[config.mk]
export PLATFORM = sky130hd
export DESIGN_NAME = sram_lane_ctrl
export DESIGN_NICKNAME = d
export VERILOG_FILES = /design/src/rtl/sram_lane_pkg.sv /design/src/rtl/sram_seq_fsm.sv /design/src/rtl/sram_req_latch.sv /design/src/rtl/sram_strobe_drv.sv /design/src/rtl/sram_rd_capture.sv /design/src/rtl/sram_lane_ctrl.sv
export SDC_FILE = /design/constraint.sdc
export NUM_CORES = 1
export LEC_CHECK = 0
export BUFFER_PORTS_ARGS = -buffer_cell sky130_fd_sc_hd__buf_2
export CAP_MARGIN = 20
export CORE_ASPECT_RATIO = 0.5
export CORE_UTILIZATION = 44
export DETAILED_ROUTE_END_ITERATION = 16
export PLACE_DENSITY = 0.73
export SKIP_LAST_GASP = 1
export SYNTH_ARGS = -nofsm -noshare
export SYNTH_HDL_FRONTEND = slang
export SYNTH_HIERARCHICAL = 1
export SYNTH_SLANG_ARGS = --single-unit
[constraint.sdc]
create_clock -name clk -period 2.05 [get_ports clk]
set_input_delay 0.1025 -clock clk [delete_from_list [all_inputs] [get_ports clk]]
set_output_delay 0.1025 -clock clk [all_outputs]
set_load 0.1 [all_outputs]
[src/rtl/sram_lane_pkg.sv]
`timescale 1ns/1ps
package sram_lane_pkg;

  typedef enum logic [2:0] {
    SEQ_IDLE     = 3'd0,
    SEQ_SETUP    = 3'd1,
    SEQ_WSTROBE  = 3'd2,
    SEQ_WRECOVER = 3'd3,
    SEQ_RSTROBE  = 3'd4
  } seq_state_e;

  // strobe window length in clock cycles, rounded up, never below one
  function automatic int unsigned hold_cycles(input int unsigned access_ps,
                                              input int unsigned clk_ps);
    int unsigned n;
    n = (access_ps + clk_ps - 1) / clk_ps;
    return (n == 0) ? 1 : n;
  endfunction

endpackage

[src/rtl/sram_seq_fsm.sv]
`timescale 1ns/1ps
module sram_seq_fsm
  import sram_lane_pkg::*;
#(
  parameter int unsigned HOLD = 11
) (
  input  logic       clk,
  input  logic       rst_n,
  input  logic       start,
  input  logic       start_write,
  output seq_state_e state_q,
  output seq_state_e state_nx,
  output logic       last_beat
);

  localparam int unsigned CNT_W = (HOLD > 1) ? $clog2(HOLD) : 1;
  localparam logic [CNT_W-1:0] LAST = CNT_W'(HOLD - 1);

  logic [CNT_W-1:0] cnt_q, cnt_nx;

  assign last_beat = (cnt_q == LAST);

  always_comb begin
    state_nx = state_q;
    cnt_nx   = cnt_q;
    case (state_q)
      SEQ_IDLE: begin
        if (start) begin
          state_nx = start_write ? SEQ_SETUP : SEQ_RSTROBE;
          cnt_nx   = '0;
        end
      end
      SEQ_SETUP: begin
        state_nx = SEQ_WSTROBE;
        cnt_nx   = '0;
      end
      SEQ_WSTROBE: begin
        if (last_beat) state_nx = SEQ_WRECOVER;
        else           cnt_nx   = cnt_q + 1'b1;
      end
      SEQ_WRECOVER: state_nx = SEQ_IDLE;
      SEQ_RSTROBE: begin
        if (last_beat) state_nx = SEQ_IDLE;
        else           cnt_nx   = cnt_q + 1'b1;
      end
      default: state_nx = SEQ_IDLE;
    endcase
  end

  always_ff @(posedge clk or negedge rst_n) begin
    if (!rst_n) begin
      state_q <= SEQ_IDLE;
      cnt_q   <= '0;
    end else begin
      state_q <= state_nx;
      cnt_q   <= cnt_nx;
    end
  end

  // the beat counter never runs past the strobe window
  assert_cnt_bound_R9: assert property (@(posedge clk) disable iff (!rst_n)
    cnt_q <= LAST)
    else $error("beat counter beyond window");

  // a write strobe is always entered from the setup phase
  assert_wstrobe_entry_R2: assert property (@(posedge clk) disable iff (!rst_n)
    (state_q == SEQ_SETUP) |=> (state_q == SEQ_WSTROBE))
    else $error("setup not followed by write strobe");

endmodule

[src/rtl/sram_req_latch.sv]
`timescale 1ns/1ps
module sram_req_latch #(
  parameter int unsigned ADDR_W = 17,
  parameter int unsigned DATA_W = 16,
  parameter int unsigned LANES  = 2
) (
  input  logic              clk,
  input  logic              rst_n,
  input  logic              start,
  input  logic [ADDR_W-1:0] in_addr,
  input  logic [DATA_W-1:0] in_data,
  input  logic [LANES-1:0]  in_mask,
  output logic [ADDR_W-1:0] addr_q,
  output logic [DATA_W-1:0] data_q,
  output logic [LANES-1:0]  mask_q
);

  always_ff @(posedge clk or negedge rst_n) begin
    if (!rst_n) begin
      addr_q <= '0;
      data_q <= '0;
      mask_q <= '0;
    end else if (start) begin
      addr_q <= in_addr;
      data_q <= in_data;
      mask_q <= in_mask;
    end
  end

  // captured fields never move while a new access is not being started
  assert_hold_fields_R2: assert property (@(posedge clk) disable iff (!rst_n)
    !$past(start) |-> ($stable(addr_q) && $stable(data_q) && $stable(mask_q)))
    else $error("latched request changed without a start");

endmodule

[src/rtl/sram_strobe_drv.sv]
`timescale 1ns/1ps
module sram_strobe_drv
  import sram_lane_pkg::*;
#(
  parameter int unsigned LANES = 2
) (
  input  logic             clk,
  input  logic             rst_n,
  input  seq_state_e       state_nx,
  input  logic [LANES-1:0] mask_nx,
  output logic             cs_n,
  output logic             we_n,
  output logic             oe_n,
  output logic [LANES-1:0] lane_n,
  output logic             drive
);

  logic active_nx;
  logic drive_nx;

  assign active_nx = (state_nx != SEQ_IDLE);
  assign drive_nx  = (state_nx == SEQ_SETUP) || (state_nx == SEQ_WSTROBE) ||
                     (state_nx == SEQ_WRECOVER);

  always_ff @(posedge clk or negedge rst_n) begin
    if (!rst_n) begin
      cs_n   <= 1'b1;
      we_n   <= 1'b1;
      oe_n   <= 1'b1;
      lane_n <= '1;
      drive  <= 1'b0;
    end else begin
      cs_n  <= !active_nx;
      we_n  <= (state_nx != SEQ_WSTROBE);
      oe_n  <= (state_nx != SEQ_RSTROBE);
      drive <= drive_nx;
      for (int i = 0; i < LANES; i++) begin
        lane_n[i] <= !(active_nx && mask_nx[i]);
      end
    end
  end

  // bus driven only after the output strobe has been high for a cycle
  assert_turnaround_R5: assert property (@(posedge clk) disable iff (!rst_n)
    drive |-> (oe_n && $past(oe_n)))
    else $error("bus driven without turnaround");

  // no drive and no write strobe while the memory outputs data
  assert_no_drive_read_R4: assert property (@(posedge clk) disable iff (!rst_n)
    !oe_n |-> (!drive && we_n && !cs_n))
    else $error("conflict during read");

  // selecting the chip always enables at least one lane
  assert_lane_on_select_R3: assert property (@(posedge clk) disable iff (!rst_n)
    !cs_n |-> (lane_n != '1))
    else $error("chip selected with no lane");

  // deselected means every lane and strobe inactive
  assert_standby_R6: assert property (@(posedge clk) disable iff (!rst_n)
    cs_n |-> ((lane_n == '1) && we_n && oe_n && !drive))
    else $error("standby not clean");

endmodule

[src/rtl/sram_rd_capture.sv]
`timescale 1ns/1ps
module sram_rd_capture #(
  parameter int unsigned LANE_W = 8,
  parameter int unsigned LANES  = 2
) (
  input  logic                    clk,
  input  logic                    rst_n,
  input  logic                    sample,
  input  logic [LANES-1:0]        mask,
  input  logic [LANE_W*LANES-1:0] pins,
  output logic                    rd_valid,
  output logic [LANE_W*LANES-1:0] rd_data
);

  localparam int unsigned DATA_W = LANE_W * LANES;

  logic [DATA_W-1:0] lane_val;

  for (genvar g = 0; g < LANES; g++) begin : g_lane
    assign lane_val[g*LANE_W +: LANE_W] = mask[g] ? pins[g*LANE_W +: LANE_W] : '0;
  end

  always_ff @(posedge clk or negedge rst_n) begin
    if (!rst_n) begin
      rd_valid <= 1'b0;
      rd_data  <= '0;
    end else begin
      rd_valid <= sample;
      if (sample) rd_data <= lane_val;
    end
  end

  // the read-data strobe is a single-cycle pulse
  assert_rd_pulse_R7: assert property (@(posedge clk) disable iff (!rst_n)
    rd_valid |=> !rd_valid)
    else $error("rd_valid longer than one cycle");

endmodule

[src/rtl/sram_lane_ctrl.sv]
`timescale 1ns/1ps
module sram_lane_ctrl
  import sram_lane_pkg::*;
#(
  parameter int unsigned ADDR_W    = 17,
  parameter int unsigned LANE_W    = 8,
  parameter int unsigned LANES     = 2,
  parameter int unsigned CLK_PS    = 5000,
  parameter int unsigned ACCESS_PS = 55000
) (
  input  logic                    clk,
  input  logic                    rst_n,
  input  logic                    req_valid,
  output logic                    req_ready,
  input  logic                    req_write,
  input  logic [ADDR_W-1:0]       req_addr,
  input  logic [LANE_W*LANES-1:0] req_wdata,
  input  logic [LANES-1:0]        req_mask,
  output logic                    rd_valid,
  output logic [LANE_W*LANES-1:0] rd_data,
  output logic [ADDR_W-1:0]       mem_addr,
  output logic                    mem_cs_n,
  output logic                    mem_we_n,
  output logic                    mem_oe_n,
  output logic [LANES-1:0]        mem_lane_n,
  output logic [LANE_W*LANES-1:0] dq_out,
  output logic                    dq_drive,
  input  logic [LANE_W*LANES-1:0] dq_in
);

  localparam int unsigned DATA_W = LANE_W * LANES;
  localparam int unsigned HOLD   = hold_cycles(ACCESS_PS, CLK_PS);
  localparam int unsigned RUN_W  = $clog2(HOLD + 2);

  seq_state_e       st_q, st_nx;
  logic             last_beat;
  logic             accept, start, sample;
  logic [LANES-1:0] mask_q, mask_nx;

  assign req_ready = (st_q == SEQ_IDLE);
  assign accept    = req_valid && req_ready;
  assign start     = accept && (|req_mask);
  assign mask_nx   = start ? req_mask : mask_q;
  assign sample    = (st_q == SEQ_RSTROBE) && last_beat;

  sram_seq_fsm #(.HOLD(HOLD)) u_fsm (
    .clk        (clk),
    .rst_n      (rst_n),
    .start      (start),
    .start_write(req_write),
    .state_q    (st_q),
    .state_nx   (st_nx),
    .last_beat  (last_beat)
  );

  sram_req_latch #(.ADDR_W(ADDR_W), .DATA_W(DATA_W), .LANES(LANES)) u_latch (
    .clk    (clk),
    .rst_n  (rst_n),
    .start  (start),
    .in_addr(req_addr),
    .in_data(req_wdata),
    .in_mask(req_mask),
    .addr_q (mem_addr),
    .data_q (dq_out),
    .mask_q (mask_q)
  );

  sram_strobe_drv #(.LANES(LANES)) u_drv (
    .clk     (clk),
    .rst_n   (rst_n),
    .state_nx(st_nx),
    .mask_nx (mask_nx),
    .cs_n    (mem_cs_n),
    .we_n    (mem_we_n),
    .oe_n    (mem_oe_n),
    .lane_n  (mem_lane_n),
    .drive   (dq_drive)
  );

  sram_rd_capture #(.LANE_W(LANE_W), .LANES(LANES)) u_cap (
    .clk     (clk),
    .rst_n   (rst_n),
    .sample  (sample),
    .mask    (mask_q),
    .pins    (dq_in),
    .rd_valid(rd_valid),
    .rd_data (rd_data)
  );

  // strobe run-length counters, used only by the window checks below
  logic [RUN_W-1:0] we_run, oe_run;
  always_ff @(posedge clk or negedge rst_n) begin
    if (!rst_n) begin
      we_run <= '0;
      oe_run <= '0;
    end else begin
      we_run <= mem_we_n ? '0 : we_run + 1'b1;
      oe_run <= mem_oe_n ? '0 : oe_run + 1'b1;
    end
  end

  // write strobe width is exactly HOLD cycles
  assert_we_width_R2: assert property (@(posedge clk) disable iff (!rst_n)
    $rose(mem_we_n) |-> (we_run == RUN_W'(HOLD)))
    else $error("write strobe width wrong");

  // read strobe width is exactly HOLD cycles
  assert_oe_width_R4: assert property (@(posedge clk) disable iff (!rst_n)
    $rose(mem_oe_n) |-> (oe_run == RUN_W'(HOLD)))
    else $error("read strobe width wrong");

  // write strobe falls only after a selected setup cycle
  assert_we_setup_R2: assert property (@(posedge clk) disable iff (!rst_n)
    $fell(mem_we_n) |-> (!$past(mem_cs_n) && !mem_cs_n))
    else $error("no setup before write strobe");

  // recovery cycle keeps the chip selected with stable address, data and lanes
  assert_we_recover_R2: assert property (@(posedge clk) disable iff (!rst_n)
    $rose(mem_we_n) |-> (!mem_cs_n && $stable(mem_addr) && $stable(dq_out) &&
                          $stable(mem_lane_n)))
    else $error("recovery cycle disturbed");

  // never ready while the memory is selected
  assert_busy_not_ready_R1: assert property (@(posedge clk) disable iff (!rst_n)
    !mem_cs_n |-> !req_ready)
    else $error("ready during access");

  // an empty mask leaves the memory deselected
  assert_zero_mask_R8: assert property (@(posedge clk) disable iff (!rst_n)
    (accept && (req_mask == '0)) |=> (mem_cs_n && req_ready))
    else $error("empty-mask request selected the chip");

endmodule

== After elaboration in Yosys (flattened, before gate mapping) ==
Index checks and enable logic that the tools add are counted.
Word-level totals
  bits in registers: 65
  input port bits: 55
Operators by class
  muxes and demuxes: 11
  reductions and logical operators: 16
  $add $sub $neg: 1
  equal/unequal tests: 11
Operators with widths (count)
  8-bit two-way mux: 2
  3-bit two-way mux: 4
  3-bit one-hot mux with 4 select lines: 1
  4-bit one-hot mux with 3 select lines: 1
  3-bit by 2-bit equality test with 1-bit output, second input constant: 3
  4-bit two-way mux: 2
  3-bit by 1-bit equality test with 1-bit output, second input constant: 2
  3-bit nonzero test: 2
  1-bit logical AND: 5
  4-bit by 1-bit adder with 4-bit output, second input constant: 1
  4-bit equality test, second input constant: 1
  2-bit OR reduction: 2
  3-bit equality test, second input constant: 1
  1-bit logical NOT: 3
  3-bit logical NOT: 1
  3-bit by 2-bit inequality test with 1-bit output, second input constant: 1
  3-bit inequality test, second input constant: 1
  3-bit AND reduction: 1
  1-bit logical OR: 2
  2-bit two-way mux: 1
  2-bit by 1-bit inequality test with 1-bit output, second input constant: 1
  2-bit inequality test, second input constant: 1

== Logic depth before layout (Yosys ltp) ==
Gate-level depths: netlist of the first run.
  depth in word-level cells: 8
  mapped depth: 9
  depth with buffers taken out: 8

== Modules after synthesis ==
The synthesis of the first run kept the hierarchy.
Modules (own cells, without submodules)
  sram_req_latch: area an instance 1453.9 um^2, sequential area each 875.8 um^2, cells an instance 74, instances 1
  sram_rd_capture: area an instance 673.1 um^2, sequential area each 425.4 um^2, cells an instance 70, instances 1
  sram_seq_fsm: area an instance 503.0 um^2, sequential area each 175.2 um^2, cells an instance 45, instances 1
  sram_strobe_drv: area an instance 203.9 um^2, sequential area each 156.4 um^2, cells an instance 12, instances 1
  sram_lane_ctrl: area an instance 66.3 um^2, sequential area each 0.0 um^2, cells an instance 6, instances 1

== Least setup slack after synthesis of the first run ==
OpenSTA, ideal clock, no wires.
  path kind: register -> register
  start: register u_fsm.state_q[2]
  end: register u_drv.oe_n
  library setup time: 0.088 ns
  buffers on the path: 0
  setup slack: -1.081 ns
  stages on the path, launching flop included: 7
  required time: 1.962 ns
  arrival time: 3.043 ns
  path through: dfrtp_1 -> nor3_2 -> o211a_4 -> nor3b_1 -> a21oi_1 -> nor3_1 -> or3b_1
On the way
  cells in the longest elaborated chain, start to end: 6
Ends and longest elaborated chain
  from (decl): line sram_seq_fsm.sv:11  | output seq_state_e state_q,
  from (signal assigned): line sram_seq_fsm.sv:55  | state_q <= state_nx;
  3-bit logical NOT: line sram_lane_ctrl.sv:40  | assign req_ready = (st_q == SEQ_IDLE);
  named net req_ready: line sram_lane_ctrl.sv:14  | output logic req_ready,
  1-bit logical AND: line sram_lane_ctrl.sv:41  | assign accept = req_valid && req_ready;
  1-bit logical AND: line sram_lane_ctrl.sv:42  | assign start = accept && (|req_mask);
  named net start: line sram_lane_ctrl.sv:37  | logic accept, start, sample;
  3-bit two-way mux: line sram_seq_fsm.sv:28  | if (start) begin
  3-bit one-hot mux with 4 select lines: line sram_seq_fsm.sv:26  | case (state_q)
  named net st_nx[2]: line sram_lane_ctrl.sv:35  | seq_state_e st_q, st_nx;
  3-bit inequality test: line sram_strobe_drv.sv:35  | oe_n <= (state_nx != SEQ_RSTROBE);
  to (signal assigned): line sram_strobe_drv.sv:35
  to (decl): line sram_strobe_drv.sv:13  | output logic oe_n,
The timed path passes the listed nets, and every way through them passes these cells.
A chain may end at the register's enable or synchronous reset.

== Final worst setup path of the first run ==
  start: register u_fsm.cnt_q[0]
  end: register u_cap.rd_data[1]
On the way
  cells in the longest elaborated chain, start to end: 2
Ends and longest elaborated chain
  from (decl): line sram_seq_fsm.sv:19  | logic [CNT_W-1:0] cnt_q, cnt_nx;
  from (signal assigned): line sram_seq_fsm.sv:56  | cnt_q <= cnt_nx;
  4-bit equality test: line sram_seq_fsm.sv:21  | assign last_beat = (cnt_q == LAST);
  named net last_beat: line sram_lane_ctrl.sv:36  | logic last_beat;
  1-bit logical AND: line sram_lane_ctrl.sv:44  | assign sample = (st_q == SEQ_RSTROBE) && last_beat;
  named net sample: line sram_lane_ctrl.sv:37
  to (signal assigned): line sram_rd_capture.sv:29  | if (sample) rd_data <= lane_val;
  to (decl): line sram_rd_capture.sv:12  | output logic [LANE_W*LANES-1:0] rd_data
The timed path passes the listed nets, and every way through them passes these cells.

==> results of run 1 <==
cell families (layout without fill, tap and decap cells):
logic type | after synthesis | after routing | synth area share
buf+inv | 34 | 158 | 0.0742
fa+ha+maj | 2 | 2 | 0.00863
simple gates | 37 | 37 | 0.0815
xor+xnor | 3 | 3 | 0.0155
compound gates | 29 | 29 | 0.0720
flops | 65 | 65 | 0.563
mux | 37 | 37 | 0.185
per-stage QoR:
step | hold WS [ns] | setup slack (ns) | cell area [µm²]
after global placement | 0.172 | 0.339 | 3550
final | 0.00918 | 0.243 | 3850
after global routing | 0.00341 | 0.0907 | 3850
after detailed placement | 0.186 | 0.260 | 3550
after CTS | 0.00102 | 0.242 | 3850
after floorplan | -0.193 | -0.439 | 2930
worst max-delay path, delay by kind of cell (launching register included):
kind	cells	cell delay, ns
fa+ha+maj	1	0.17
simple gates	4	0.54
flops	1	0.40
compound gates	1	0.10
buf+inv	3	0.51
registers in the layout (all words and copies together) (netlist names), 2 cells and up:
signal	flops
u_cap/rd_data	16
u_drv/lane_n	2
u_fsm/cnt_q	4
u_fsm/state_q	3
u_latch/addr_q	17
u_latch/data_q	16
u_latch/mask_q	2
cell type report:
class	count	area (µm²)
repair buffers	120	651
flip-flops and latches	65	1630
clock inverters	6	42.5
fillers	489	2360
multi-input cells	108	1090
clock buffers	10	239
well taps	88	110
inverters	22	82.6
what timing repair did:
action,4_1_cts,5_1_grt
hold buffers,1,0
hold endpoints to repair,24,0
resized for setup,0,0
setup endpoints to repair,0,0
worst min path at each step:
stage                             from                       endpoint  slack (ns)  cells after the start
after floorplan                  rst_n   u_cap/rd_data[0]$_DFFE_PN0P_       -0.19                      0
after global placement           rst_n     u_fsm/state_q[0]$_DFF_PN0_        0.17                      1
after detailed placement         rst_n     u_fsm/state_q[0]$_DFF_PN0_        0.19                      1
after CTS                 req_wdata[6]  u_latch/data_q[6]$_DFFE_PN0P_       0.001                      2
after global routing      req_wdata[6]  u_latch/data_q[6]$_DFFE_PN0P_       0.003                      2
final                     req_wdata[2]  u_latch/data_q[2]$_DFFE_PN0P_       0.009                      2
layer usage:
layer | routed length (µm) | vias to the layer above
li1 | - | 948
met1 | 2470 | 1003
met2 | 3350 | 52
met3 | 247 | 10
met4 | 66 | 0
met5 | 0 | -
synth_stat cells, types with 2 or more instances:
cell type	count	area [µm²]
dfrtp_1	60	1500
buf_4	2	15.0
inv_1	22	82.6
mux2_2	5	56.3
nand4_1	2	12.5
mux2_4	32	480
buf_12	3	60.1
o31ai_1	2	15.0
clkbuf_1	2	7.51
ha_1	2	25.0
or3b_1	2	17.5
nor3_1	4	20.0
o21ai_0	16	80.1
nor3_2	2	20.0
dfstp_2	5	131
nand3_1	17	85.1
xnor2_1	2	17.5
a21oi_1	2	10.0
buf_6	4	45.0
cells in the final DEF, fill, tap and decap left out, drive strengths merged, types with 2 or more instances in the layout:
master      n
a21oi       2
buf       119
clkbuf     10
clkinv      3
clkinvlp    2
dfrtp      60
dfstp       5
ha          2
inv        23
mux2       37
nand2       2
nand3      18
nand4       2
nor3        6
o21ai      16
o31ai       3
or3b        2
xnor2       2
==> results.yml, run 1 <==
placement:
  dp_cells: 402
  hpwlAfterDp_um: 4250
  gp_congestion: 0.748
  portBuffers: 111
critical_path:
  cp-start-kind: "register"
  crit_end: "u_cap/rd_data[1]$_DFFE_PN0P_"
  crit_slowest_cell: "dfrtp_1"
  startpoint: "u_fsm/cnt_q[0]$_DFFE_PN0P_"
  cp_max_fo: 33
  crit_type: "register to register"
  path_cells: "inv_1 > ha_1 > nand3b_1 > inv_1 > nand2_1 > nor3_2 > buf_12 > nand3_1 > o21ai_0"
  crit_arrival_ns: 2.04
  r2r_slack_ns: 0.24
  crit_required_ns: 2.29
  r2r-end: "u_cap/rd_data[1]$_DFFE_PN0P_"
  cp_slowest_stage_delay_ns: 0.40
  cp-end-kind: "register"
  crit_top_cell: "inv_1"
  r2r-start: "u_fsm/cnt_q[0]$_DFFE_PN0P_"
  ff2ff_path_depth: 9
routing:
  drcViolationCount: 0
  dr.first_iter.drc_count: 119
  drt_wl_total_um: 6130
  route.detailed.wl_per_inst_um: 14.6
  drt_pass1_iterations: 4
  ant_nets: 0
  num_vias: 2013
  drt-vias-per-instance: 4.80
global_route:
  antenna_found_initial: 0
  grt-ovfl-total: 0
  grt_pass1_wl_um: 9630
  grt_pass1_vias: 1997
  grt-busiest-layer: "met2"
  grt_use_total: 0.188
  grt_use_met3: 0.0481
  met1_usage: 0.210
  grt_max_degree: 34
  use_met2: 0.351
sta:
  setup_viol: 0
  slew_viol_final: 0
  max_freq_mhz: 553
  tightest_slew_ns: 0.680
  post-route-period-util: 0.882
  period_minus_slack_ns: 1.81
  clock_skew_ns: 0.00352
  setup_tns_ns: 0
  finalHoldViolations: 0
  rsz0062_at_grt: "false"
  relSlewSlack: 0.547
cts:
  clk_pin_slew_ns: 0.05
  postCtsSetupRepairBufs: 0
  h-tree-depth: 3
  clockRootBuffer: "clkbuf_16"
  clk_latency_ns: 0.32
  cts-buffers-inserted: 9
  clock_path_buffers: 2
  cts_tree: "built"
  clock_sinks: 65
logic_synthesis:
  synth_warnings: 6
  syn_inst: 207
  syn_area_per_cell_um2: 14.0
  yosysSeqAreaShare: 0.563
  syn_nets: 264
  synth_edf_count: 0
  synthFlopType: "dfrtp_1"
  synth_cell_types: 40
  syn_area_mm2: 0.00290
  synth_seq_cells: 65
  async_reset_ff_frac: 1.00
final_layout:
  nNetsFinal: 383
  postLayoutCoreUtil: 0.620
  finalNonFillerCells: 419
  syn_to_final_growth_pct: 32.6
  drive_gt1_frac: 0.586
  n_antenna_cell: 0
floorplan:
  core_mm2: 0.00621
  fp.dieH_um: 59.4
  rows: 20
  dieArea_mm2: 0.00694
  die_width_um: 117
  io_pins: 112
  initial_core_util: 0.467
min_path:
  holdCritPathClass: "input port to register"
run:
  max_cap_violations: 0
status:
  status: "completed"
Power of run 1 is left out: the tool's default activity adds up to more than one toggle a clock period on the data nets, which glitch-free logic cannot reach.
==> run 2: changes to the inputs <==
PLACE_DENSITY = 0.76   (was 0.73)
REMOVE_ABC_BUFFERS = 1   (was not set)
clock period = 1.6 ns   (was 2.05 ns; I/O delays follow)
==> run 2 against run 1 <==
Effect of this change:
- critical endpoint is now u_cap/rd_data[2]$_DFFE_PN0P_
- first-iteration DRC count up 8.4%
- utilization up 12 points
- critical path depth up 1
- global-route usage up 1.9 points
- the run now ends with setup timing left
==> results.yml, run 2 (same netlist as run 1, synthesis figures left out) <==
sta:
  rsz0062_at_grt: "true"
  finalHoldViolations: 0
  relSlewSlack: 0.663
  setup_tns_ns: -3.44
  slew_viol_final: 0
  max_freq_mhz: 559
  setup_viol: 45
  period_minus_slack_ns: 1.79
  clock_skew_ns: 0.00477
  tightest_slew_ns: 0.510
  fin_ws_ns: -0.188
  post-route-period-util: 1.12
critical_path:
  r2r-end: "u_cap/rd_data[2]$_DFFE_PN0P_"
  cp_slowest_stage_delay_ns: 0.38
  cp-end-kind: "register"
  ff2ff_path_depth: 10
  path_cells: "inv_1 > ha_1 > nand3b_1 > inv_2 > nand2_1 > nor3_4 > buf_6 > clkbuf_16 > nand3_1 > o21ai_1"
  r2r-start: "u_fsm/cnt_q[0]$_DFFE_PN0P_"
  crit_arrival_ns: 2.02
  crit_required_ns: 1.83
  cp-start-kind: "register"
  cp_max_fo: 8
  crit_slowest_cell: "dfrtp_1"
  crit_type: "register to register"
  r2r_slack_ns: -0.19
  startpoint: "u_fsm/cnt_q[0]$_DFFE_PN0P_"
  crit_end: "u_cap/rd_data[2]$_DFFE_PN0P_"
final_layout:
  num-fill-cells: 381
  postLayoutCoreUtil: 0.735
  regMostFlops: "u_latch/addr_q"
  top_regs: "u_latch/addr_q x17, u_cap/rd_data x16, u_latch/data_q x16"
  syn_to_final_growth_pct: 57.3
  largest_reg_flops: 17
  nNetsFinal: 441
  final_cell_mix: "buf_2 (110), dfrtp_1 (60), mux2_4 (32), dlygate4sd3_1 (32)"
  drive_gt1_frac: 0.566
  finalNonFillerCells: 476
  final_common_cell: "buf_2"
cts:
  h-tree-depth: 3
  clock_path_buffers: 2
  clk_pin_slew_ns: 0.05
  clockRootBuffer: "clkbuf_16"
  clk_latency_ns: 0.32
  clock_sinks: 65
  cts-buffers-inserted: 9
  cts_tree: "built"
placement:
  dp_cells: 413
  portBuffers: 111
  hpwlAfterDp_um: 4290
  gp_congestion: 0.796
  place_ws_ns: -0.117
global_route:
  antenna_found_initial: 1
  grt-ovfl-total: 0
  grt_use_total: 0.207
  grt_max_degree: 66
  grt_pass1_vias: 2224
  grt_pass1_wl_um: 10500
routing:
  dr.first_iter.drc_count: 129
  drt_pass1_iterations: 4
  drt-vias-per-instance: 5.00
  drcViolationCount: 0
  ant_nets: 0
  num_vias: 2378
  drt_wl_total_um: 8210
  route.detailed.wl_per_inst_um: 17.2
status:
  violations: "setup timing"
  status: "complete, but fails checks"
floorplan:
  rows: 20
  fp.dieH_um: 59.4
  io_pins: 112
  core_mm2: 0.00621
  dieArea_mm2: 0.00694
  die_width_um: 117
  initial_core_util: 0.467
min_path:
  holdCritPathClass: "input port to register"
run:
  max_cap_violations: 0
run 2: worst max-delay path, delay by kind of cell, from the launching register on:
kind / cells / cell delay (ns)
buffers and inverters: 4 / 0.48
adders and majority gates: 1 / 0.16
DFF: 1 / 0.38
and+or+nand+nor: 4 / 0.56
AOI/OAI and AO/OA: 1 / 0.13
run 2: how the worst min path moves through the flow:
stage	from	to	slack [ns]	cells past startpoint
4_1_cts	dq_in[4]	u_cap/rd_data[4]$_DFFE_PN0P_	0.0002	3
2_1_floorplan	rst_n	u_cap/rd_data[0]$_DFFE_PN0P_	-0.22	0
3_5_place_dp	rst_n	u_fsm/cnt_q[2]$_DFFE_PN0P_	0.12	2
3_3_place_gp	rst_n	u_fsm/cnt_q[2]$_DFFE_PN0P_	0.11	2
6_report	req_addr[13]	u_latch/addr_q[13]$_DFFE_PN0P_	0.001	2
5_1_grt	req_addr[13]	u_latch/addr_q[13]$_DFFE_PN0P_	-0.001	2
run 2: timing repair:
item / 4_1_cts / 5_1_grt
cloned: 0 / 7
setup buffers: 2 / 7
hold buffers: 31 / 1
setup endpoints to repair: 40 / 60
pin swaps: 3 / 4
endpoints found under the hold margin: 90 / 1
resized for setup: 3 / 24
run 2: cell type report:
cell class / instances / area, µm² / share of cell area
Antenna cell: 1 / 2.50 / 0.000548
Clock buffer: 11 / 253 / 0.0554
Sequential cell: 65 / 1630 / 0.358
Inverter: 22 / 82.6 / 0.0181
Multi-Input combinational cell: 108 / 1090 / 0.239
Clock inverter: 3 / 65.1 / 0.0143
Timing Repair Buffer: 178 / 1330 / 0.291
Tap cell: 88 / 110 / 0.0241
run 2: routing by layer:
| layer | vias to the layer above | wire, µm | GRT usage |
|---|---|---|---|
| met5 | - | 0 | 0 |
| li1 | 1072 | - | - |
| met4 | 0 | 248 | 0.0922 |
| met3 | 24 | 295 | 0.0491 |
| met1 | 1194 | 3340 | 0.228 |
| met2 | 88 | 4320 | 0.387 |
run 2: metrics by stage:
step           hold WS (ns)  area (µm²)
2_1_floorplan        -0.216        2770
3_3_place_gp          0.108        3630
3_5_place_dp          0.123        3630
4_1_cts            0.000180        4290
5_1_grt            -0.00149        4560
6_report           0.000998        4560
Power of run 2 is left out for the same reason.
==> run 3: changes to the inputs <==
RECOVER_POWER = 50   (was not set)
==> run 3 against run 2 <==
Effect of this change:
- the run still ends with setup timing left
- count of clock-buffer cells in the layout stayed put
- sequential share of layout area is 0.098 points higher
- first-iteration DRC count is 5.4% higher
==> results.yml, run 3 (same netlist as run 1, synthesis figures left out) <==
status:
  status: "complete, but fails checks"
  violations: "setup timing"
critical_path:
  r2r-end: "u_cap/rd_data[2]$_DFFE_PN0P_"
  crit_type: "register to register"
  cp-end-kind: "register"
  crit_required_ns: 1.83
  r2r_slack_ns: -0.19
  crit_arrival_ns: 2.02
  r2r-start: "u_fsm/cnt_q[0]$_DFFE_PN0P_"
  cp-start-kind: "register"
  ff2ff_path_depth: 10
  cp_max_fo: 8
global_route:
  grt_pass1_vias: 2224
  grt_pass1_wl_um: 10500
  antenna_found_initial: 1
  grt_max_degree: 66
  grt-ovfl-total: 0
  grt_use_total: 0.207
final_layout:
  final_cell_mix: "buf_2 (110), dfrtp_1 (60), mux2_4 (32), dlygate4sd3_1 (32)"
  postLayoutCoreUtil: 0.733
  syn_to_final_growth_pct: 56.9
  largest_reg_flops: 17
  final_common_cell: "buf_2"
  drive_gt1_frac: 0.566
  regMostFlops: "u_latch/addr_q"
  design_area_mm2: 0.00455
  top_regs: "u_latch/addr_q x17, u_cap/rd_data x16, u_latch/data_q x16"
  nNetsFinal: 441
sta:
  period_minus_slack_ns: 1.79
  max_freq_mhz: 560
  post-route-period-util: 1.12
  finalHoldViolations: 0
  setup_viol: 46
  clock_skew_ns: 0.00416
  tightest_slew_ns: 0.864
  rsz0062_at_grt: "true"
  relSlewSlack: 0.424
  slew_viol_final: 0
  fin_ws_ns: -0.187
placement:
  gp_congestion: 0.796
  hpwlAfterDp_um: 4290
  place_area_mm2: 0.00363
  portBuffers: 111
floorplan:
  io_pins: 112
  fp.dieH_um: 59.4
  dieArea_mm2: 0.00694
  die_width_um: 117
  initial_core_util: 0.467
  core_mm2: 0.00621
  rows: 20
cts:
  clockRootBuffer: "clkbuf_16"
  h-tree-depth: 3
  clock_path_buffers: 2
  clk_latency_ns: 0.32
  cts_tree: "built"
  clk_pin_slew_ns: 0.05
  clock_sinks: 65
  cts-buffers-inserted: 9
min_path:
  holdPathStages: 2
  min_to: "u_latch/addr_q[13]$_DFFE_PN0P_"
  holdCritPathClass: "input port to register"
  hp-start: "req_addr[13]"
routing:
  drt-vias-per-instance: 4.99
  route.detailed.wl_per_inst_um: 17.3
  dr.first_iter.drc_count: 136
  num_vias: 2373
  drt_wl_total_um: 8220
  drt_pass1_iterations: 4
  ant_nets: 0
  drcViolationCount: 0
run:
  max_cap_violations: 0
## run 3: worst max-delay path: stages, from the launching register on
cell	delay, ns
dfrtp_1	0.38
inv_1	0.08
ha_1	0.16
nand3b_1	0.17
inv_2	0.11
nand2_1	0.09
nor3_4	0.22
buf_6	0.15
clkbuf_16	0.15
nand3_1	0.08
o21ai_1	0.13
## run 3: final cells by class
type / instances / area (µm²)
fill: 383 / 1660
sequential: 65 / 1630
timing repair buffer: 178 / 1320
multi-input combinational: 108 / 1090
clock buffer: 11 / 253
tap: 88 / 110
inverter: 22 / 82.6
clock inverter: 3 / 65.1
antenna: 1 / 2.50
## run 3: metrics by stage
stage	cells	setup WS [ns]	hold slack [ns]	setup TNS (ns)
floorplan	195	-2.13	-0.216	-94.49
global placement	413	-0.0582	0.108	-0.117
detailed placement	413	-0.117	0.123	-1.12
CTS	460	-0.0620	0.000180	-0.321
global route	476	-0.261	-0.00149	-6.92
finish	476	-0.187	0.00117	-3.43
## run 3: repair_timing
item / CTS / global route
gates cloned: 0 / 7
buffers inserted: 2 / 7
resized for setup: 3 / 24
endpoints found under the setup margin: 40 / 60
pin swaps: 3 / 4
hold buffers: 31 / 1
endpoints found under the hold margin: 90 / 1
## run 3: worst max-delay path by stage
stage	from	end	slack [ns]	cells past startpoint
finish	u_fsm/cnt_q[0]$_DFFE_PN0P_	u_cap/rd_data[2]$_DFFE_PN0P_	-0.19	10
global route	u_fsm/cnt_q[0]$_DFFE_PN0P_	u_cap/rd_data[2]$_DFFE_PN0P_	-0.26	10
CTS	u_fsm/state_q[0]$_DFF_PN0_	u_drv/oe_n$_DFF_PN1_	-0.06	6
detailed placement	u_fsm/state_q[2]$_DFF_PN0_	u_drv/oe_n$_DFF_PN1_	-0.12	6
global placement	u_fsm/state_q[2]$_DFF_PN0_	u_drv/oe_n$_DFF_PN1_	-0.06	6
floorplan	u_fsm/state_q[2]$_DFF_PN0_	u_drv/oe_n$_DFF_PN1_	-2.13	6
## run 3: routing by layer
| metal | vias to the layer above | global-route usage | share of wire |
|---|---|---|---|
| met1 | 1206 | 0.228 | 0.41 |
| met4 | 0 | 0.0922 | 0.023 |
| li1 | 1071 | - | - |
| met2 | 76 | 0.387 | 0.53 |
| met3 | 20 | 0.0491 | 0.033 |
| met5 | - | 0 | 0 |
Power of run 3 is left out for the same reason.
